[config.mk]
export PLATFORM = sky130hd
export DESIGN_NAME = subcarrier_frame_encoder
export DESIGN_NICKNAME = d
export VERILOG_FILES = /design/src/rtl/sfe_pkg.sv /design/src/rtl/sfe_slot_timer.sv /design/src/rtl/sfe_subcarrier.sv /design/src/rtl/sfe_slot_seq.sv /design/src/rtl/subcarrier_frame_encoder.sv
export SDC_FILE = /design/constraint.sdc
export NUM_CORES = 1
export LEC_CHECK = 0
export ABC_AREA = 1
export CORE_MARGIN = 1
export CORE_UTILIZATION = 56
export DETAILED_ROUTE_END_ITERATION = 10
export PLACE_DENSITY = 0.8
export SLEW_MARGIN = 15
export SYNTH_ARGS = -nofsm -noshare
export SYNTH_HDL_FRONTEND = slang
export SYNTH_SLANG_ARGS = --single-unit
[constraint.sdc]
create_clock -name clk -period 2.2 [get_ports clk]
set_input_delay 0.44 -clock clk [delete_from_list [all_inputs] [get_ports clk]]
set_output_delay 0.44 -clock clk [all_outputs]
set_load 0.01 [all_outputs]
[src/rtl/sfe_pkg.sv]
package sfe_pkg;

    // Frame sections in the order they are sent.
    typedef enum logic [1:0] {
        PH_IDLE = 2'd0,
        PH_SOF  = 2'd1,
        PH_DATA = 2'd2,
        PH_EOF  = 2'd3
    } phase_e;

    // Marker slot values; the most significant bit goes on the air first.
    localparam logic [7:0] OPEN_MARK  = 8'b0001_1101;
    localparam logic [7:0] CLOSE_MARK = 8'b1011_1000;
    localparam int         MARK_SLOTS = 8;

endpackage

[src/rtl/sfe_slot_timer.sv]
module sfe_slot_timer #(
    parameter int SLOT_CLKS = 256
) (
    input  logic clk,
    input  logic rst_n,
    input  logic run_i,
    output logic slot_end_o
);
    localparam int CNT_W = $clog2(SLOT_CLKS);
    localparam logic [CNT_W-1:0] LAST = CNT_W'(SLOT_CLKS - 1);

    typedef struct packed {
        logic [CNT_W-1:0] cnt;
    } tmr_t;

    tmr_t tmr_d, tmr_q;

    always_comb begin
        tmr_d = tmr_q;
        if (!run_i) begin
            tmr_d.cnt = '0;
        end else if (tmr_q.cnt == LAST) begin
            tmr_d.cnt = '0;
        end else begin
            tmr_d.cnt = tmr_q.cnt + 1'b1;
        end
    end

    always_ff @(posedge clk or negedge rst_n) begin
        if (!rst_n) tmr_q <= '0;
        else        tmr_q <= tmr_d;
    end

    assign slot_end_o = run_i && (tmr_q.cnt == LAST);

endmodule

[src/rtl/sfe_subcarrier.sv]
module sfe_subcarrier #(
    parameter int HALF_PERIOD = 32
) (
    input  logic clk,
    input  logic rst_n,
    input  logic active_i,
    input  logic slot_end_i,
    input  logic slot_bit_i,
    output logic mod_o
);
    localparam int HC_W = $clog2(HALF_PERIOD);
    localparam logic [HC_W-1:0] HC_LAST = HC_W'(HALF_PERIOD - 1);

    typedef struct packed {
        logic [HC_W-1:0] hc;
        logic            low_half;
    } sc_t;

    sc_t sc_d, sc_q;

    always_comb begin
        sc_d = sc_q;
        if (!active_i || slot_end_i) begin
            // every slot starts in its high half
            sc_d.hc       = '0;
            sc_d.low_half = 1'b0;
        end else if (sc_q.hc == HC_LAST) begin
            sc_d.hc       = '0;
            sc_d.low_half = ~sc_q.low_half;
        end else begin
            sc_d.hc = sc_q.hc + 1'b1;
        end
    end

    always_ff @(posedge clk or negedge rst_n) begin
        if (!rst_n) sc_q <= '0;
        else        sc_q <= sc_d;
    end

    assign mod_o = active_i && slot_bit_i && !sc_q.low_half;

endmodule

[src/rtl/sfe_slot_seq.sv]
module sfe_slot_seq
    import sfe_pkg::*;
#(
    parameter int MAX_BITS = 16,
    parameter int NB_W     = $clog2(MAX_BITS + 1)
) (
    input  logic                clk,
    input  logic                rst_n,
    input  logic                start_i,
    input  logic [NB_W-1:0]     nbits_i,
    input  logic [MAX_BITS-1:0] data_i,
    input  logic                slot_end_i,
    output logic                active_o,
    output logic                slot_bit_o,
    output logic                done_o
);
    localparam int IDX_W = $clog2(MARK_SLOTS);
    localparam logic [IDX_W-1:0] IDX_LAST = IDX_W'(MARK_SLOTS - 1);
    localparam logic [NB_W-1:0]  CNT_MAX  = NB_W'(MAX_BITS);

    typedef struct packed {
        phase_e              phase;
        logic [IDX_W-1:0]    idx;
        logic                second;
        logic [NB_W-1:0]     left;
        logic [MAX_BITS-1:0] data;
        logic                done;
    } seq_t;

    seq_t seq_d, seq_q;
    logic req_ok;

    assign req_ok = start_i && (nbits_i != '0) && (nbits_i <= CNT_MAX);

    always_comb begin
        seq_d      = seq_q;
        seq_d.done = 1'b0;
        unique case (seq_q.phase)
            PH_IDLE: begin
                if (req_ok) begin
                    seq_d.phase  = PH_SOF;
                    seq_d.idx    = '0;
                    seq_d.second = 1'b0;
                    seq_d.left   = nbits_i;
                    seq_d.data   = data_i;
                end
            end
            PH_SOF: begin
                if (slot_end_i) begin
                    if (seq_q.idx == IDX_LAST) begin
                        seq_d.phase = PH_DATA;
                        seq_d.idx   = '0;
                    end else begin
                        seq_d.idx = seq_q.idx + 1'b1;
                    end
                end
            end
            PH_DATA: begin
                if (slot_end_i) begin
                    if (!seq_q.second) begin
                        seq_d.second = 1'b1;
                    end else begin
                        seq_d.second = 1'b0;
                        seq_d.data   = seq_q.data >> 1;
                        seq_d.left   = seq_q.left - 1'b1;
                        if (seq_q.left == NB_W'(1)) begin
                            seq_d.phase = PH_EOF;
                            seq_d.idx   = '0;
                        end
                    end
                end
            end
            PH_EOF: begin
                if (slot_end_i) begin
                    if (seq_q.idx == IDX_LAST) begin
                        seq_d.phase = PH_IDLE;
                        seq_d.idx   = '0;
                        seq_d.done  = 1'b1;
                    end else begin
                        seq_d.idx = seq_q.idx + 1'b1;
                    end
                end
            end
            default: seq_d.phase = PH_IDLE;
        endcase
    end

    always_ff @(posedge clk or negedge rst_n) begin
        if (!rst_n) seq_q <= '{phase: PH_IDLE, default: '0};
        else        seq_q <= seq_d;
    end

    always_comb begin
        unique case (seq_q.phase)
            PH_SOF:  slot_bit_o = OPEN_MARK[IDX_LAST - seq_q.idx];
            PH_DATA: slot_bit_o = seq_q.second ? seq_q.data[0] : ~seq_q.data[0];
            PH_EOF:  slot_bit_o = CLOSE_MARK[IDX_LAST - seq_q.idx];
            default: slot_bit_o = 1'b0;
        endcase
    end

    assign active_o = (seq_q.phase != PH_IDLE);
    assign done_o   = seq_q.done;

endmodule

[src/rtl/subcarrier_frame_encoder.sv]
module subcarrier_frame_encoder #(
    parameter int MAX_BITS    = 16,
    parameter int SLOT_CLKS   = 256,
    parameter int HALF_PERIOD = 32,
    parameter int NB_W        = $clog2(MAX_BITS + 1)
) (
    input  logic                clk,
    input  logic                rst_n,
    input  logic                start_i,
    input  logic [NB_W-1:0]     nbits_i,
    input  logic [MAX_BITS-1:0] data_i,
    output logic                busy_o,
    output logic                done_o,
    output logic                mod_o
);
    logic active;
    logic slot_end;
    logic slot_bit;

    sfe_slot_seq #(
        .MAX_BITS (MAX_BITS),
        .NB_W     (NB_W)
    ) u_seq (
        .clk        (clk),
        .rst_n      (rst_n),
        .start_i    (start_i),
        .nbits_i    (nbits_i),
        .data_i     (data_i),
        .slot_end_i (slot_end),
        .active_o   (active),
        .slot_bit_o (slot_bit),
        .done_o     (done_o)
    );

    sfe_slot_timer #(
        .SLOT_CLKS (SLOT_CLKS)
    ) u_timer (
        .clk        (clk),
        .rst_n      (rst_n),
        .run_i      (active),
        .slot_end_o (slot_end)
    );

    sfe_subcarrier #(
        .HALF_PERIOD (HALF_PERIOD)
    ) u_sc (
        .clk        (clk),
        .rst_n      (rst_n),
        .active_i   (active),
        .slot_end_i (slot_end),
        .slot_bit_i (slot_bit),
        .mod_o      (mod_o)
    );

    assign busy_o = active;

endmodule

Word-level counts from Yosys, hierarchy flattened
Memories as Yosys holds them, arrays and structs flattened.
Cells that the tools add are included.
{"block": "classes", "add_sub_neg": 5, "order_cmp": 2, "eq_ne": 15, "n_mux": 25, "bitwise_logic": 2, "n_reduce_logical": 17}
{"op": "27-bit two-way mux", "n": 2}
{"op": "22-bit one-hot mux with 2 select lines", "n": 1}
{"op": "5-bit two-way mux", "n": 5}
{"op": "21-bit two-way mux", "n": 1}
{"op": "5-bit one-hot mux with 4 select lines", "n": 1}
{"op": "8-bit two-way mux", "n": 2}
{"op": "2-bit by 1-bit != test with 1-bit output (second input constant)", "n": 8}
{"op": "8-bit by 1-bit adder with 8-bit output (second input constant)", "n": 1}
{"op": "8-bit == test (second input constant)", "n": 1}
{"op": "1-bit two-way mux", "n": 8}
{"op": "8-bit AND reduction", "n": 1}
{"op": "6-bit two-way mux", "n": 1}
{"op": "6-bit AND reduction", "n": 1}
{"op": "2-bit nonzero test", "n": 3}
{"op": "5-bit by 1-bit adder with 5-bit output (second input constant)", "n": 1}
{"op": "5-bit by 1-bit == test with 1-bit output (second input constant)", "n": 1}
{"op": "5-bit == test (second input constant)", "n": 1}
{"op": "5-bit <= comparator (second input constant)", "n": 1}
{"op": "1-bit logical AND", "n": 5}
{"op": "5-bit nonzero test", "n": 1}
{"op": "5-bit by 1-bit subtractor with 5-bit output (second input constant)", "n": 1}
{"op": "2-bit == test (second input constant)", "n": 2}
{"op": "3-bit by 4-bit less-than comparator with 1-bit output (second input constant)", "n": 1}
{"op": "2-bit two-way mux", "n": 2}
{"op": "12 further kinds", "n": 14}
{"block": "word_totals", "ff_bits": 42, "mem_bits_ro": 16, "inputBits": 24, "output_inout_bits": 3, "wordCells": 77, "mem_count": 2}
{"memory": "(name not given)", "depth": 8, "width": 1, "rd": 1, "rd_clocked_by_memory_dff": 0, "write_ports": 0, "line": "sfe_slot_seq.sv:95", "rtl": "PH_SOF: slot_bit_o = OPEN_MARK[IDX_LAST - seq_q.idx];"}
{"memory": "(name not given)", "depth": 8, "width": 1, "rd": 1, "rd_clocked_by_memory_dff": 0, "write_ports": 0, "line": "sfe_slot_seq.sv:97", "rtl": "PH_EOF: slot_bit_o = CLOSE_MARK[IDX_LAST - seq_q.idx];"}

Logic depth before layout (Yosys ltp)
{"block": "logic_depth", "ltp_word": 6, "depth_mapped": 10}

Modules after synthesis
From an unflattened synthesis, not the netlist that was laid out.
{"block": "unflattened", "hier_cells": 334, "hier_area_um2": 2481.1}
{"module": "sfe_slot_seq", "instances": 1, "cells_each": 254, "area_per_inst_um2": 1796.7, "seq_area_each_um2": 700.7}
{"module": "sfe_slot_timer", "instances": 1, "cells_each": 49, "area_per_inst_um2": 406.6, "seq_area_each_um2": 200.2}
{"module": "sfe_subcarrier", "instances": 1, "cells_each": 31, "area_per_inst_um2": 277.8, "seq_area_each_um2": 150.1}

Worst setup path after synthesis
OpenSTA, ideal clock, no wires.
{"block": "synth_timing", "path_type": "register to output", "from": "reg u_seq.seq_q[26] (netlist name)", "to": "out mod_o", "t_arrival_ns": 1.190, "t_required_ns": 1.760, "slack_ns": 0.570, "stages_incl_launch_ff": 9, "n_path_buf": 0, "path_cell_list": "dfrtp_1 > inv_1 > ha_1 > inv_2 > a21oi_1 > o21ai_0 > nand3_1 > nand2_1 > inv_1"}
{"block": "synth_between", "elab_chain_len": 4, "word_cells_on_any_way": 7, "classes_between": "eq/ne (3); mux (1); reduce/logical (3)"}
{"element": "start, declared", "line": "sfe_slot_seq.sv:30", "rtl": "seq_t seq_d, seq_q;"}
{"element": "start signal, assigned", "line": "sfe_slot_seq.sv:90", "rtl": "else seq_q <= seq_d;"}
{"element": "2-bit == test / 2-bit by 1-bit == test with 1-bit output (equally long branches)", "line": "sfe_slot_seq.sv:94", "rtl": "unique case (seq_q.phase)"}
{"element": "1-bit one-hot mux with 3 select lines", "line": "sfe_slot_seq.sv:94"}
{"element": "1-bit logical AND (*) (2 in a row)", "line": "sfe_subcarrier.sv:40", "rtl": "assign mod_o = active_i && slot_bit_i && !sc_q.low_half;"}
{"element": "end, declared", "line": "subcarrier_frame_encoder.sv:14", "rtl": "output logic mod_o"}
Every way passes the cells marked *; elsewhere a longest branch is shown, timed or not.

Worst setup path in the final report
{"block": "layout_timing", "from": "reg u_seq.seq_q[27] (netlist name)", "to": "out busy_o"}
{"block": "layout_between", "elab_chain_len": 1}
{"element": "2-bit nonzero test", "line": "sfe_slot_seq.sv:102", "rtl": "assign active_o = (seq_q.phase != PH_IDLE);"}
{"element": "end, declared", "line": "subcarrier_frame_encoder.sv:12", "rtl": "output logic busy_o,"}
Every way passes these cells.

==> flow_metrics.tcl <==
set metrics [dict create \
    outcome "finished, final reports clean" \
    worst_ir_drop_vdd_mv 0.3524 \
    numPortBuffers 26 \
    finalWeightedCongestion 0.7864 \
    num_io_pins 27 \
    ys_async_sr_fraction_pct 100.0 \
    vias 2020 \
    end_kind "primary output" \
    utilization_pct 68.46 \
    switching_power_w 0.0002923 \
    fin_cells 395 \
    portion_of_synthesized_cell_area_occupied_by_the_leading_cell_type_pct 43.91 \
    grt_first_pass_wirelength_um 7631 \
    max_cap_viol_count 0 \
    numClockSinks 42 \
    finClkSkew_ns 0.01254 \
    synthToLayoutAreaGrowth_pct 16.05 \
    ys_types 30 \
    slew_headroom_pct 64.33 \
    dpl_worst_slack_ns 0.1186 \
    route.met2.wl_um 2278 \
    power_frac_seq_pct 56.7 \
    worstHoldPathType "primary input to async pin" \
    via_count_of_the_first_global_routing_pass 1743 \
    synth_seq_cells 42 \
    met3_wire_length_um 135 \
    synth_most_common_cell "nand2_1" \
    synth_fp_nets 350 \
    postLayoutSetupSlackWorst_ns 0.1236 \
    critPathRequiredTime_ns 1.76 \
    f_max_mhz 481.6 \
    cts_root_buf "clkbuf_8" \
    wirelength_met1_um 2213 \
    antenna_found_initial 0 \
    synth_area_mm2 0.002394 \
    fin_nets 380 \
    vias_per_cell 5.114 \
    rows 23 \
    power.density_mw_per_mm2 489.9 \
    synth_sequential_area_ratio_pct 43.91 \
    layout_worst_path_cycle_share_pct 94.38 \
    finalCriticalPeriod_ns 2.076 \
    final_routed_wire_length_divided_by_cell_count_um 11.88 \
    fillCellCount 332 \
    layout-drive-gt1-share_pct 10.14 \
    gr-usage-all-layers_pct 22.73 \
    unrepaired_setup_endpoints_after_global_routing "no" \
    multi_input_comb_area_mm2 0.001172 \
    internal-power_w 0.001069 \
    synth_enable_flop_cells 0 \
    critical_path_arrival_ns 1.64 \
    fp.coreArea_mm2 0.004058 \
    ys.warnings.count 0 \
    drc_errors 0 \
    ctsHtreeMaxLevel 2 \
    synthCells 314 \
    synth.top_cells.by_area "dfrtp_1 (44%), nand2_1 (18%), o21ai_0 (6.9%)" \
    timing.final.hold_violations 0 \
    post-dp-hpwl_um 3266 \
    gr-total-overflow 0 \
    synth_ff_type "dfrtp_1" \
    die_height_um 67.38 \
    syn_area_per_cell_um2 7.623 \
    tritoncts_clock_tree "built" \
    detail_route.wirelength_um 4691 \
    insertion_delay_ns 0.29 \
    fp.dieW_um 67.38 \
    setup_viol 0 \
    tightestPinTransition_ns 0.5351 \
    dp.cells 386 \
    path_max_fanout 5 \
    cts_made_buffers 5 \
    clockPowerShare_pct 37.6 \
    clock_pin_slew_of_the_registers_on_the_worst_case_setup_and_hold_paths_ns 0.08 \
    cts-root-to-sink-buffers 2 \
    num_antenna_cells 0 \
    sequential_cell_area_mm2 0.001051 \
    grt_max_degree 43 \
    number_of_antenna_violating_nets_in_the_routed_design 0 \
    report.final.slew_viol_count 0 \
    timing_worst_setup_path_type "flip-flop to primary output" \
    power.switching_fraction_pct 21.48 \
    power.share.combinational_pct 5.7 \
    number_of_drc_violations_after_detailed_routing_iteration_0 122 \
    power_w 0.001361 \
    power.leakage_nw 1.448 \
    commonest_cells_in_the_netlist "nand2_1 (113), dfrtp_1 (42), o21ai_0 (33), inv_1 (29), nor2_1 (26)" \
    topmost_layer_with_routed_signal_wires "met4" \
    fp.dieArea_mm2 0.004539 \
    first_pass_iters 5 \
    synth.largest_area_cell "dfrtp_1" \
    totalNegativeSetupSlack_ns 0 \
    crit_path_start_kind "flip-flop" \
    initial_utilization_pct 58.99 \
]
==> what timing repair did <==
item,4_1_cts,5_1_grt
hold buffers,0,0
resized for setup,2,4
buffers inserted,1,0
endpoints found under the setup margin,2,2
==> power by group through the flow <==
stage | clock network (W) | registers (W) | logic, W
after floorplan | 0 | 0.000787 | 0.0000183
after global placement | 0 | 0.000787 | 0.0000783
after detailed placement | 0 | 0.000787 | 0.0000785
after CTS | 0.000525 | 0.000771 | 0.0000791
after global routing | 0.000551 | 0.000771 | 0.0000881
final | 0.000512 | 0.000771 | 0.0000774
==> final timing paths <==
path | from | end | slack [ns] | cells past startpoint
max | u_seq.seq_q[27] | busy_o | 0.12 | 4
min | rst_n | u_timer.tmr_q[6] | 0.20 | 2
max reg2reg | u_seq.seq_q[26] | u_seq.seq_q[18] | 0.24 | 8
min reg2reg | u_sc.sc_q[1] | u_sc.sc_q[1] | 0.46 | 1
max in group asynchronous | rst_n | u_seq.seq_q[17] | 1.62 | 2
min in group clk | u_sc.sc_q[1] | u_sc.sc_q[1] | 0.46 | 1
==> critical path, cell delays in order (launching register included) <==
cell	delay (ns)
dfrtp_1	0.41
inv_1	0.14
ha_2	0.26
inv_2	0.07
clkdlybuf4s50_1	0.48
==> cell type report <==
cell class	instances	share of cell area (%)
Multi-Input combinational cell	234	42.21
Inverter	30	4.054
Tap cell	50	2.252
Clock inverter	1	0.1802
Timing Repair Buffer	31	10.36
Clock buffer	7	3.108
Sequential cell	42	37.84
==> state kept, by name (all words and copies together), names as in the netlist <==
| signal | cells |
|---|---|
| u_sc.sc_q | 6 |
| u_seq.done_o | 1 |
| u_timer.tmr_q | 8 |
| u_seq.seq_q | 27 |
==> cells by family after synthesis <==
family                   share of synthesized area, %
AO/OA/AOI/OAI                                   9.618
XOR/XNOR                                        1.098
adder cells (fa/ha/maj)                         6.273
buffers and inverters                           7.213
flip-flops                                      43.91
AND/OR/NAND/NOR                                 31.89
==> cells in the final DEF (no fill, tap or decap), types with 6 or more instances in the layout <==
cell,n
inv_1,27
dfrtp_1,42
nand2_2,9
nand2_1,113
ha_1,11
o21ai_0,33
clkdlybuf4s50_1,24
clkbuf_8,6
nor2_1,26
nand3_1,14
a21oi_1,7
==> layer usage <==
metal / up-vias / GRT usage (%)
li1: 1045 / -
met2: 32 / 37.38
met3: 8 / 5.405
met5: - / 0
met4: 0 / 9.309
met1: 935 / 28.54
==> stage by stage <==
stage	instance area [um2]	hold WS, ns
finish	2778	0.1956
global route	2778	0.2707
CTS	2779	0.2190
detailed placement	2681	0.4514
global placement	2681	0.4451
floorplan	2394	0.1444
No activity file was read; power rests on OpenSTA's default activity.
